--- config.mk ---
export PLATFORM = sky130hd
export DESIGN_NAME = clkout_pm_ctrl
export DESIGN_NICKNAME = d
export VERILOG_FILES = /design/src/rtl/clkpm_pkg.sv /design/src/rtl/clkpm_sync.sv /design/src/rtl/clkpm_strap_latch.sv /design/src/rtl/clkpm_pair_gate.sv /design/src/rtl/clkout_pm_ctrl.sv
export SDC_FILE = /design/constraint.sdc
export NUM_CORES = 1
export LEC_CHECK = 0
export ABC_CLOCK_PERIOD_IN_PS = 2900
export BUFFER_PORTS_ARGS = -buffer_cell sky130_fd_sc_hd__buf_2
export CORE_MARGIN = 2
export CORE_UTILIZATION = 35
export CTS_CLUSTER_DIAMETER = 40
export DETAILED_ROUTE_END_ITERATION = 10
export GPL_TIMING_DRIVEN = 0
export SKIP_LAST_GASP = 1
export SLEW_MARGIN = 20
export SYNTH_ARGS = -nofsm -noshare
export SYNTH_HDL_FRONTEND = slang
export SYNTH_SLANG_ARGS = --single-unit
--- constraint.sdc ---
create_clock -name clk -period 2.9 [get_ports clk]
set_input_delay 0 -clock clk [delete_from_list [all_inputs] [get_ports clk]]
set_output_delay 0 -clock clk [all_outputs]
set_load 0.05 [all_outputs]
--- src/rtl/clkpm_pkg.sv ---
package clkpm_pkg;

    localparam int NUM_PAIRS  = 6;
    localparam int ADDR_W     = 7;
    localparam int SYNC_DEPTH = 2;

    typedef enum logic [1:0] {
        SPR_OFF  = 2'b00,
        SPR_QTR  = 2'b01,
        SPR_HALF = 2'b10
    } spread_e;

    typedef struct packed {
        logic [ADDR_W-1:0] addr;
        spread_e           spread;
    } strap_cfg_t;

    localparam logic [ADDR_W-1:0] ADDR_BASE = 7'b1101000;

    // the address strap moves bit 1 of the base address
    function automatic logic [ADDR_W-1:0] addr_decode(input logic sel);
        return ADDR_BASE | {{(ADDR_W-2){1'b0}}, sel, 1'b0};
    endfunction

    function automatic spread_e spread_decode(input logic [1:0] code);
        case (code)
            2'b01:   return SPR_QTR;
            2'b10:   return SPR_HALF;
            default: return SPR_OFF;
        endcase
    endfunction

endpackage

--- src/rtl/clkpm_sync.sv ---
module clkpm_sync #(
    parameter int W     = 1,
    parameter int DEPTH = 2
) (
    input  logic         clk,
    input  logic         rst,
    input  logic [W-1:0] d,
    output logic [W-1:0] q
);
    logic [W-1:0] stage [DEPTH];

    always_ff @(posedge clk) begin
        if (rst) begin
            for (int i = 0; i < DEPTH; i++) stage[i] <= '0;
        end else begin
            stage[0] <= d;
            for (int i = 1; i < DEPTH; i++) stage[i] <= stage[i-1];
        end
    end

    assign q = stage[DEPTH-1];
endmodule

--- src/rtl/clkpm_strap_latch.sv ---
module clkpm_strap_latch
    import clkpm_pkg::*;
(
    input  logic       clk,
    input  logic       rst,
    input  logic       pg_sync,
    input  logic       addr_strap,
    input  logic [1:0] spread_strap,
    output logic       started,
    output strap_cfg_t cfg
);
    logic capture;
    assign capture = pg_sync && !started;

    always_ff @(posedge clk) begin
        if (rst) begin
            started <= 1'b0;
            cfg     <= '0;
        end else if (capture) begin
            started     <= 1'b1;
            cfg.addr    <= addr_decode(addr_strap);
            cfg.spread  <= spread_decode(spread_strap);
        end
    end
endmodule

--- src/rtl/clkpm_pair_gate.sv ---
module clkpm_pair_gate (
    input  logic clk,
    input  logic rst,
    input  logic want,
    input  logic clk_low,
    output logic run
);
    // updates only in the low phase so the pair never emits a runt pulse
    always_ff @(posedge clk) begin
        if (rst)          run <= 1'b0;
        else if (clk_low) run <= want;
    end
endmodule

--- src/rtl/clkout_pm_ctrl.sv ---
module clkout_pm_ctrl
    import clkpm_pkg::*;
#(
    parameter int NPAIR = NUM_PAIRS,
    parameter int SDEP  = SYNC_DEPTH
) (
    input  logic             clk,
    input  logic             rst,
    input  logic             pwr_good,
    input  logic [NPAIR-1:0] oe_n,
    input  logic [NPAIR-1:0] oe_reg,
    input  logic             wol_en,
    input  logic             addr_strap,
    input  logic [1:0]       spread_strap,
    input  logic             pll_locked,
    input  logic             dif_clk_low,
    output logic [NPAIR-1:0] dif_run,
    output logic             ref_oe,
    output logic             ref_run,
    output logic [6:0]       smb_addr,
    output logic [1:0]       spread_mode
);
    localparam int SYNC_W = NPAIR + 1;

    logic [SYNC_W-1:0] sync_q;
    logic              pg_sync;
    logic [NPAIR-1:0]  oe_n_sync;
    logic              started;
    strap_cfg_t        cfg;

    clkpm_sync #(.W(SYNC_W), .DEPTH(SDEP)) u_sync (
        .clk (clk),
        .rst (rst),
        .d   ({pwr_good, oe_n}),
        .q   (sync_q)
    );
    assign pg_sync   = sync_q[SYNC_W-1];
    assign oe_n_sync = sync_q[NPAIR-1:0];

    clkpm_strap_latch u_strap (
        .clk          (clk),
        .rst          (rst),
        .pg_sync      (pg_sync),
        .addr_strap   (addr_strap),
        .spread_strap (spread_strap),
        .started      (started),
        .cfg          (cfg)
    );

    logic pair_common;
    assign pair_common = pg_sync && pll_locked;

    for (genvar g = 0; g < NPAIR; g++) begin : g_pair
        clkpm_pair_gate u_gate (
            .clk     (clk),
            .rst     (rst),
            .want    (pair_common && oe_reg[g] && !oe_n_sync[g]),
            .clk_low (dif_clk_low),
            .run     (dif_run[g])
        );
    end

    assign ref_oe      = started;
    assign ref_run     = started && (pg_sync || wol_en);
    assign smb_addr    = cfg.addr;
    assign spread_mode = cfg.spread;
endmodule

==> summary.txt <==
Floorplanning
  – Core Footprint: 2280 µm²
  – Die X: 53.6 µm
  – Die extent in y: 53.6 µm
  – Die area: 2870 µm²
  – Site row count: 17
  – Starting density of the core: 0.378
  – # IOs: 38

Synth
  – Synth warnings: 0
  – Register bit total from synthesis: 24
  – Yosys cell types: 16
  – Largest area contributor in the netlist: dfxtp_1
  – Sequential-to-total area share from yosys stat: 0.559
  – Synth top area share: 0.559
  – Main area contributors after synthesis: dfxtp_1 56%, buf_4 10%, nor2b_1 10%
  – Synth Cell Area: 860 µm²
  – Mean Syn Cell Area: 10.5 µm²
  – Synth Instances: 82

STA
  – Clock Skew: 0.000699 ns
  – Crit path time final: 1.50 ns
  – Max Slew Vio Count: 0
  – Setup TNS: 0 ns
  – Final hold vios: 0
  – Fraction of the cycle the final worst path needs: 0.517
  – RSZ-0062 raised after global routing: false
  – Fmax: 667 MHz
  – Final Setup Violations: 0

Layout
  – Layout cells sized above 1: 0.391
  – Post-layout util: 0.556
  – # nets final: 161
  – # diodes: 0
  – Layout fillers: 214
  – Area Growth Syn to Fin: 47.2%
  – Final std cell area, no fill: 1260 µm²

Pwr
  – Clock share of power: 0.237
  – PD cells: 450 nW/µm²
  – Internal power: 432 µW
  – Maximum VDD drop: 0.283 mV
  – Comb power frac: 0.156
  – Net switching power: 137 µW
  – Part of the power in registers: 0.606
  – Switching Share: 0.241
  – Leakage: 0.000601 µW

Worst setup path
  – Kind of critical path: flop to flop
  – Reg2reg path depth: 4
  – CP Launch Type: flop
  – WP data arrival: 1.70 ns
  – CP max FO: 8
  – WP data required: 3.10 ns
  – R2R setup slack: 1.40 ns
  – Worst R2R Start: u_strap.started
  – Reg2reg end: u_strap.cfg[1]
  – Critical path endpoint category: flop

Clock network
  – Clk Latency, worst-skew pair: 0.30 ns
  – Clk slew on worst S/H paths: 0.11 ns
  – Clock Tree Root: clkbuf_4
  – Clk sink count: 24
  – Num CTS Buffers: 3
  – Post_cts resized: 0
  – Clock Path Buffers: 2
  – Setup bufs post-CTS: 0
  – TritonCTS clock tree: yes
  – H-Tree Depth: 1

Placement
  – Placer Congestion: 0.595
  – I/O Buffers: 34
  – Placed Area: 1070 µm²

Global route
  – Vias in the first global route: 564
  – Overflow after GRT: 0
  – GRT Resource Usage Total: 0.115
  – First-pass GRT wire length: 2.31 mm
  – Antenna violations before repair: 0
  – Largest net degree at the start of global routing: 13

Detailed routing
  – Vias per std cell: 3.93
  – Router iterations before antenna repair: 4
  – Routed wire length: 1.51 mm
  – Vias: 652
  – Initial DRC count: 7
  – Remaining DRCs: 0
  – ANT nets after route: 0
  – WL/cell: 9.10 µm

Hold path
  – Min-Delay Endpoint: u_sync.stage[0][8]
  – Hold Crit Start: rst
  – Hold WC Path Type: input port to flop
  – Hold path cells: 3

Run status
  – Status: complete, no violations

Job
  – Maxcap violations: 0
synthesized netlist by cell type:
cell type	number
a21oi_1	3
and2b_2	1
and4b_4	1
o21a_1	1
dfxtp_1	24
nor2b_1	14
inv_1	6
conb_1	1
buf_2	2
or2b_1	1
nand2_1	4
a32o_1	6
nand3b_1	2
buf_6	1
buf_4	12
nor2_1	3
flip-flops by register name, summed over array words and instances (netlist names):
signal / count
u_sync.stage: 14
u_strap.started: 1
g_pair.u_gate.run: 6
u_strap.cfg: 3
how the worst max path moves through the flow:
stage                     slack, ns              endpoint           startpoint
after floorplan                1.66        u_strap.cfg[0]      u_strap.started
after global placement         1.88  g_pair[0].u_gate.run  u_sync.stage[0][13]
after detailed placement       1.87  g_pair[3].u_gate.run  u_sync.stage[0][13]
after CTS                      1.40        u_strap.cfg[1]      u_strap.started
after global routing           1.31        u_strap.cfg[1]      u_strap.started
final                          1.40        u_strap.cfg[1]      u_strap.started
cell families (layout without fill, tap and decap cells):
logic type,count (synthesis),after routing,synth area share
and+or+nand+nor,26,26,0.185
other,1,3,0.00436
buffers and inverters,21,75,0.156
AOI/OAI and AO/OA,10,10,0.0961
DFF,24,24,0.559
power by group through the flow:
stage / clock (µW) / sequential (µW) / combinational (µW)
final: 135 / 345 / 89.0
after floorplan: 0 / 358 / 45.2
after global placement: 0 / 353 / 71.5
after CTS: 143 / 346 / 89.2
after detailed placement: 0 / 353 / 72.5
after global routing: 159 / 346 / 96.4
cells in the final DEF, fill, tap and decap left out:
cell / n
o21a_1: 1
a21oi_1: 3
buf_6: 1
dlygate4sd3_1: 17
nand2_1: 4
dfxtp_1: 24
nor2_1: 3
or2b_1: 1
nand3b_1: 2
buf_2: 36
nor2b_1: 14
a32o_1: 6
conb_1: 3
buf_4: 12
inv_1: 6
clkbuf_4: 3
and2b_2: 1
and4b_4: 1
final cells by class:
| class | instances | area (µm²) | area share |
|---|---|---|---|
| Tap cell | 28 | 35.0 | 0.0277 |
| Inverter | 6 | 22.5 | 0.0178 |
| Clock buffer | 3 | 22.5 | 0.0178 |
| Sequential cell | 24 | 480 | 0.380 |
| Buffer | 15 | 111 | 0.0880 |
| Timing Repair Buffer | 51 | 340 | 0.269 |
| Multi-Input combinational cell | 39 | 253 | 0.200 |
metrics by stage:
step	worst slack [ns]	std cells	total power (µW)	hold slack, ns
floorplan	1.66	84	403	0.128
CTS	1.40	166	577	0.0686
global route	1.31	166	602	0.0699
finish	1.40	166	570	0.0774
global placement	1.88	146	424	0.210
detailed placement	1.87	146	425	0.212
timing repair:
item | 4_1_cts | 5_1_grt
hold buffers | 17 | 0
endpoints found under the hold margin | 16 | 0
setup endpoints to repair | 0 | 0
routing by layer:
layer	vias up	GRT usage	wire, µm
li1	359	-	-
met1	274	0.132	692
met2	19	0.195	749
met3	0	0.0250	68
met4	0	0.0641	0
met5	-	0	0
critical path: stages, from the launching register on:
cell,delay (ns)
dfxtp_1,0.46
and2b_2,0.27
nand3b_1,0.07
dlygate4sd3_1,0.54
a21oi_1,0.06
No activity file was read; power rests on OpenSTA's default activity.
